### config.mk
export PLATFORM = sky130hd
export DESIGN_NAME = ser_audio_rx
export DESIGN_NICKNAME = d
export VERILOG_FILES = /design/src/rtl/sarx_pkg.sv /design/src/rtl/sarx_sync.sv /design/src/rtl/sarx_slot.sv /design/src/rtl/sarx_pair.sv /design/src/rtl/ser_audio_rx.sv
export SDC_FILE = /design/constraint.sdc
export NUM_CORES = 1
export LEC_CHECK = 0
export BUFFER_PORTS_ARGS = -buffer_cell sky130_fd_sc_hd__buf_4
export CORE_ASPECT_RATIO = 1.2
export CORE_MARGIN = 2
export CORE_UTILIZATION = 57
export CTS_CLUSTER_DIAMETER = 120
export DETAILED_ROUTE_END_ITERATION = 8
export GPL_TIMING_DRIVEN = 1
export PLACE_DENSITY_LB_ADDON = 0.08
export SLEW_MARGIN = 20
export SYNTH_ARGS = -nofsm -noshare
export SYNTH_HDL_FRONTEND = slang
export SYNTH_SLANG_ARGS = --single-unit
### constraint.sdc
create_clock -name clk -period 3.6 [get_ports clk]
set_input_delay 0.36 -clock clk [delete_from_list [all_inputs] [get_ports clk]]
set_output_delay 0.36 -clock clk [all_outputs]
set_load 0.1 [all_outputs]
### src/rtl/sarx_pkg.sv
package sarx_pkg;

  localparam int SLOT_MAX = 32;
  localparam int CNT_W    = $clog2(SLOT_MAX + 1);
  localparam int WORD_W   = 24;
  localparam int WIDE_W   = 64;

  typedef enum logic [2:0] {
    FMT_RJ16 = 3'd0,
    FMT_RJ20 = 3'd1,
    FMT_LJ20 = 3'd2,
    FMT_I2S  = 3'd3,
    FMT_RJ24 = 3'd4
  } fmt_e;

  // Reserved encodings fall back to the 16-bit LSB-justified layout.
  function automatic fmt_e decode_fmt(input logic [2:0] sel);
    fmt_e f;
    case (sel)
      3'd1:    f = FMT_RJ20;
      3'd2:    f = FMT_LJ20;
      3'd3:    f = FMT_I2S;
      3'd4:    f = FMT_RJ24;
      default: f = FMT_RJ16;
    endcase
    return f;
  endfunction

  // Take the low w bits of v and place them at the top of an output word.
  function automatic logic [WORD_W-1:0] align_top(input logic [WIDE_W-1:0] v, input int w);
    logic [WIDE_W-1:0] t;
    if (w <= 0) t = '0;
    else        t = v << (WIDE_W - w);
    return t[WIDE_W-1 -: WORD_W];
  endfunction

  // sr holds the n bits of the finished half-frame (oldest highest).
  // nb is the bit taken at the frame edge that closed it.
  function automatic logic [WORD_W-1:0] pick_word(input fmt_e f,
                                                  input logic [SLOT_MAX-1:0] sr,
                                                  input logic nb,
                                                  input logic [CNT_W-1:0] n);
    logic [WIDE_W-1:0] plain;
    logic [WIDE_W-1:0] ext;
    logic [WORD_W-1:0] res;
    int cnt;
    plain = WIDE_W'(sr);
    ext   = WIDE_W'({sr, nb});
    cnt   = int'(n);
    case (f)
      FMT_RJ20: res = align_top(plain, 20);
      FMT_RJ24: res = align_top(plain, 24);
      FMT_LJ20: res = (cnt >= 20) ? align_top(plain >> (cnt - 20), 20) : align_top(plain, cnt);
      FMT_I2S:  res = (cnt <= 20) ? align_top(ext, cnt) : align_top(ext >> (cnt - 20), 20);
      default:  res = align_top(plain, 16);
    endcase
    return res;
  endfunction

endpackage

### src/rtl/sarx_sync.sv
module sarx_sync #(
  parameter int WIDTH  = 3,
  parameter int STAGES = 2
) (
  input  logic             clk,
  input  logic             rst_n,
  input  logic [WIDTH-1:0] d,
  output logic [WIDTH-1:0] q
);

  for (genvar g = 0; g < STAGES; g++) begin : g_stage
    logic [WIDTH-1:0] r;
    if (g == 0) begin : g_first
      always_ff @(posedge clk or negedge rst_n) begin
        if (!rst_n) r <= '0;
        else        r <= d;
      end
    end else begin : g_next
      always_ff @(posedge clk or negedge rst_n) begin
        if (!rst_n) r <= '0;
        else        r <= g_stage[g-1].r;
      end
    end
  end

  assign q = g_stage[STAGES-1].r;

endmodule

### src/rtl/sarx_slot.sv
module sarx_slot
  import sarx_pkg::*;
(
  input  logic              clk,
  input  logic              rst_n,
  input  logic              bit_tick,
  input  logic              lr_in,
  input  logic              dat_in,
  input  fmt_e              fmt,
  output logic              slot_done,
  output logic              slot_lr,
  output logic [WORD_W-1:0] slot_word
);

  logic                primed;
  logic                started;
  logic                lr_prev;
  logic [CNT_W-1:0]    cnt;
  logic [SLOT_MAX-1:0] sr;
  logic                boundary;

  assign boundary  = bit_tick && primed && (lr_in != lr_prev);
  assign slot_done = boundary && started;
  assign slot_lr   = lr_prev;
  assign slot_word = pick_word(fmt, sr, dat_in, cnt);

  always_ff @(posedge clk or negedge rst_n) begin
    if (!rst_n) begin
      primed  <= 1'b0;
      started <= 1'b0;
      lr_prev <= 1'b0;
      cnt     <= '0;
      sr      <= '0;
    end else if (bit_tick) begin
      primed  <= 1'b1;
      lr_prev <= lr_in;
      if (boundary) begin
        started <= 1'b1;
        cnt     <= CNT_W'(1);
        sr      <= SLOT_MAX'(dat_in);
      end else begin
        sr <= {sr[SLOT_MAX-2:0], dat_in};
        if (cnt != CNT_W'(SLOT_MAX)) cnt <= cnt + CNT_W'(1);
      end
    end
  end

endmodule

### src/rtl/sarx_pair.sv
module sarx_pair
  import sarx_pkg::*;
(
  input  logic              clk,
  input  logic              rst_n,
  input  logic              slot_done,
  input  logic              slot_lr,
  input  logic [WORD_W-1:0] slot_word,
  input  fmt_e              fmt,
  output logic [WORD_W-1:0] left_o,
  output logic [WORD_W-1:0] right_o,
  output logic              valid_o
);

  logic              is_left;
  logic              have_left;
  logic [WORD_W-1:0] held_left;

  assign is_left = (fmt == FMT_I2S) ? !slot_lr : slot_lr;

  always_ff @(posedge clk or negedge rst_n) begin
    if (!rst_n) begin
      have_left <= 1'b0;
      held_left <= '0;
      left_o    <= '0;
      right_o   <= '0;
      valid_o   <= 1'b0;
    end else begin
      valid_o <= 1'b0;
      if (slot_done) begin
        if (is_left) begin
          held_left <= slot_word;
          have_left <= 1'b1;
        end else if (have_left) begin
          left_o    <= held_left;
          right_o   <= slot_word;
          valid_o   <= 1'b1;
          have_left <= 1'b0;
        end
      end
    end
  end

endmodule

### src/rtl/ser_audio_rx.sv
module ser_audio_rx
  import sarx_pkg::*;
#(
  parameter int SYNC_STAGES = 2
) (
  input  logic              clk,
  input  logic              pd_n,
  input  logic              bclk,
  input  logic              fclk,
  input  logic              sdata,
  input  logic [2:0]        fmt_sel,
  output logic [WORD_W-1:0] left_o,
  output logic [WORD_W-1:0] right_o,
  output logic              valid_o
);

  localparam int LINES = 3;

  logic [LINES-1:0]  raw_lines;
  logic [LINES-1:0]  sync_lines;
  logic              bclk_s;
  logic              fclk_s;
  logic              sdata_s;
  logic              bclk_d;
  logic              bit_tick;
  fmt_e              fmt_q;
  logic              slot_done;
  logic              slot_lr;
  logic [WORD_W-1:0] slot_word;

  assign raw_lines = {bclk, fclk, sdata};

  sarx_sync #(.WIDTH(LINES), .STAGES(SYNC_STAGES)) u_sync (
    .clk   (clk),
    .rst_n (pd_n),
    .d     (raw_lines),
    .q     (sync_lines)
  );

  assign {bclk_s, fclk_s, sdata_s} = sync_lines;

  always_ff @(posedge clk or negedge pd_n) begin
    if (!pd_n) bclk_d <= 1'b0;
    else       bclk_d <= bclk_s;
  end

  assign bit_tick = bclk_s && !bclk_d;

  // The layout is taken only while the block is powered down.
  always_ff @(posedge clk) begin
    if (!pd_n) fmt_q <= decode_fmt(fmt_sel);
  end

  sarx_slot u_slot (
    .clk       (clk),
    .rst_n     (pd_n),
    .bit_tick  (bit_tick),
    .lr_in     (fclk_s),
    .dat_in    (sdata_s),
    .fmt       (fmt_q),
    .slot_done (slot_done),
    .slot_lr   (slot_lr),
    .slot_word (slot_word)
  );

  sarx_pair u_pair (
    .clk       (clk),
    .rst_n     (pd_n),
    .slot_done (slot_done),
    .slot_lr   (slot_lr),
    .slot_word (slot_word),
    .fmt       (fmt_q),
    .left_o    (left_o),
    .right_o   (right_o),
    .valid_o   (valid_o)
  );

endmodule

==> results.cfg <==
[status]
status = finished, final reports clean

[run]
drv_cap = 0

[die]
num_io_pins = 57
die_area_um2 = 20700
core_area_um2 = 19400
fp.dieH_um = 157
start_util_pct = 57.6
die_width_um = 132
rows = 56

[grt]
antenna_found_initial = 2
grt_pass1_vias = 11200
grtUsageTotal_pct = 44.6
grt_start_max_net_pins = 72
grt_pass1_wl_mm = 69.1
grt_overflow = 0

[setup_path]
worstPathMaxFanout = 8
start_kind = register
arrival_ns = 3.83
rr_worst_depth = 12
crit_chain = inv_2 > ha_2 > buf_4 > buf_4 > mux4_2 > mux2_2 > mux2i_2 > buf_4 > o32a_2 > o221ai_1 > o22a_1 > mux2_2
rr_startpoint = u_slot.cnt[0]
cpPeakStageDelay_ns = 0.50
worstPathRequired_ns = 3.91
path_class = reg -> reg
cp_common_cell = buf_4
r2r_end = u_pair.held_left[19]
crit_path_end_kind = register
critPathSlowestCell = dfrtp_4
reg2reg_slack_ns = 0.09

[final_layout]
final_area_um2 = 12900
fillerInstances = 1590
seq_area_um2 = 3150
fin_nets = 1386
multi_input_area_um2 = 7420
post-route-util_pct = 66.6
drive_gt1_share_pct = 26.3
syn2layout_area_growth_pct = 15.8

[power_and_ir_drop]
power_density_nw_per_um2 = 728
pwr-share-comb_pct = 58.9
switchingPower_uw = 4870
ir_worst_vdd_v = 0.000570
power.share.switching_pct = 51.8
p_leak_uw = 0.00534
p_clk_share_pct = 20.3
intPower_uw = 4540
power_frac_seq_pct = 20.7

[synthesis]
seq_area_frac_synth_pct = 28.1
synth_top_area_share_pct = 27.3
syn_inst = 1319
synthesis.area_um2 = 11200
ys_top_cells_by_count = nand2_1, dfrtp_1, a21oi_1
netlist_top_cells_area = dfrtp_1, mux4_2, nand2_1
synth_top_area_cell = dfrtp_1
synth.most_common_cell = nand2_1
ys_async_sr_fraction_pct = 97.6
synthFlopType = dfrtp_1
syn_nets = 1332
synth-edff-count = 3
ys_warn_count = 0
ys_types = 91
avgSynthCellArea_um2 = 8.47
ys_ff_latch = 125

[timing]
holdWs_ns = 0.0254
drv_slew = 0
worstMarginPinSlew_ns = 0.997
tns_ns = 0
period_minus_slack_ns = 3.51
timing.final.crit_share_pct = 97.6
fin_ws_ns = 0.0864
fin_skew_ns = 0.0237
final_hold_viol_count = 0
fmax_mhz = 285
relSlewSlack_pct = 33.0
setup_viol = 0

[routing]
vias = 11800
route.detailed.drc = 0
detail_route.vias_per_cell = 7.14
dr.pass1.iters = 7
wl_per_cell_um = 28.0
wl_mm = 46.2
drt-initial-drc-count = 1671
ant_nets = 0

[clock_tree]
cts_tree = done
clk_path_buf_depth = 2
clkLatencyLatePin_ns = 0.44
clk_pin_slew_ns = 0.07
cts_buffers = 17
htreeDepth = 4
root_buffer = clkbuf_16
cts.sinks = 125

[worst_hold_path]
hp-start = fclk
hold_end = u_sync.g_stage[0].r[1]
whs_path_depth = 1
hp-class = in -> reg

[placement]
dp_slack_ns = 0.0185
place_hpwl_mm = 33.9
globalplace.congestion = 1.09
postPlaceCellArea_um2 = 12200
io_buffers = 56
[per-layer routing]
layer,up-vias,track usage (%),wire [um]
met1,5594,53.4,16500
met3,283,9.86,4980
met2,872,70.7,20500
met4,0,34.0,4240
li1,5019,-,-
met5,-,0,0
[metrics by stage]
stage | total power [uW] | std cells
floorplan | 5660 | 1319
global placement | 7230 | 1611
detailed placement | 7270 | 1611
CTS | 9180 | 1644
global route | 9690 | 1647
finish | 9410 | 1649
[layout by cell type, fill, tap and decap left out, types with 8 or more instances in the layout]
cell type	n
inv_1	22
a221oi_1	11
nor2_1	92
o22ai_1	26
a31oi_1	18
a22oi_1	14
clkbuf_16	18
buf_4	160
xnor2_1	10
mux2i_1	43
mux2_2	74
inv_6	8
a21oi_1	90
a21o_1	8
o31ai_1	17
nor2b_1	13
and2_1	10
nand3_1	29
o211ai_1	17
nor3_1	15
o21ai_0	65
nand2_1	232
mux4_2	51
dfrtp_1	120
nand2b_1	17
o21ai_1	9
a211oi_1	14
[how the worst max path moves through the flow]
stage / from / endpoint / slack, ns
after floorplan: u_slot.cnt[1] / u_pair.right_o[19] / 0.02
after global placement: u_slot.cnt[0] / u_pair.held_left[20] / 0.07
after detailed placement: u_slot.cnt[0] / u_pair.held_left[21] / 0.02
after CTS: u_slot.cnt[0] / u_pair.held_left[20] / 0.01
after global routing: u_slot.cnt[0] / u_pair.right_o[12] / -0.003
final: u_slot.cnt[0] / u_pair.held_left[19] / 0.09
[worst max-delay path, delay by kind of cell (launching register included)]
family                   cells  cell delay, ns
flip-flops                   1            0.50
multiplexers                 4            1.18
adder cells (fa/ha/maj)      1            0.47
buffers and inverters        4            0.62
AO/OA/AOI/OAI                3            0.63
[sequential cells by signal, indices dropped and copies added, names as in the netlist]
register	cells
u_pair.held_left	24
u_pair.left_o	24
u_pair.have_left	1
u_slot.slot_lr	1
fmt_q	3
u_pair.right_o	24
u_slot.cnt	6
u_sync.g_stage.r	3
u_slot.primed	1
bclk_d	1
u_sync.q	3
u_pair.valid_o	1
u_slot.started	1
u_slot.sr	32
[cells by family (layout without fill, tap and decap cells)]
logic type / after synthesis / after routing / synth area share [%]
other: 0 / 2 / 0
and+or+nand+nor: 459 / 459 / 18.6
muxes: 173 / 173 / 22.3
AOI/OAI and AO/OA: 385 / 385 / 23.0
adders and majority gates: 5 / 5 / 0.560
buffers and inverters: 158 / 225 / 6.34
DFF: 125 / 125 / 28.1
xor gates and xnor gates: 14 / 14 / 1.10
[power groups by stage]
stage               registers (uW)  clock network (uW)  logic (uW)
finish                        1950                1910        5550
CTS                           1940                1910        5330
global placement              1950                   0        5280
floorplan                     3070                   0        2590
global route                  1980                1960        5750
detailed placement            1960                   0        5310
[area by class of cell]
class                           count  area share (%)
Clock buffer                       19            3.59
Antenna cell                        2          0.0387
Multi-Input combinational cell   1036            57.4
Sequential cell                   125            24.4
Clock inverter                     13            1.29
Tap cell                          261            2.53
Inverter                           28           0.813
Timing Repair Buffer              165            9.99
[timing repair]
action | in CTS | in global routing
resized for setup | 1 | 22
setup buffers | 0 | 3
endpoints found under the hold margin | 40 | 0
pin swaps | 0 | 2
hold buffers | 1 | 0
setup endpoints to repair | 1 | 22
(Power assumes the default switching activity.)
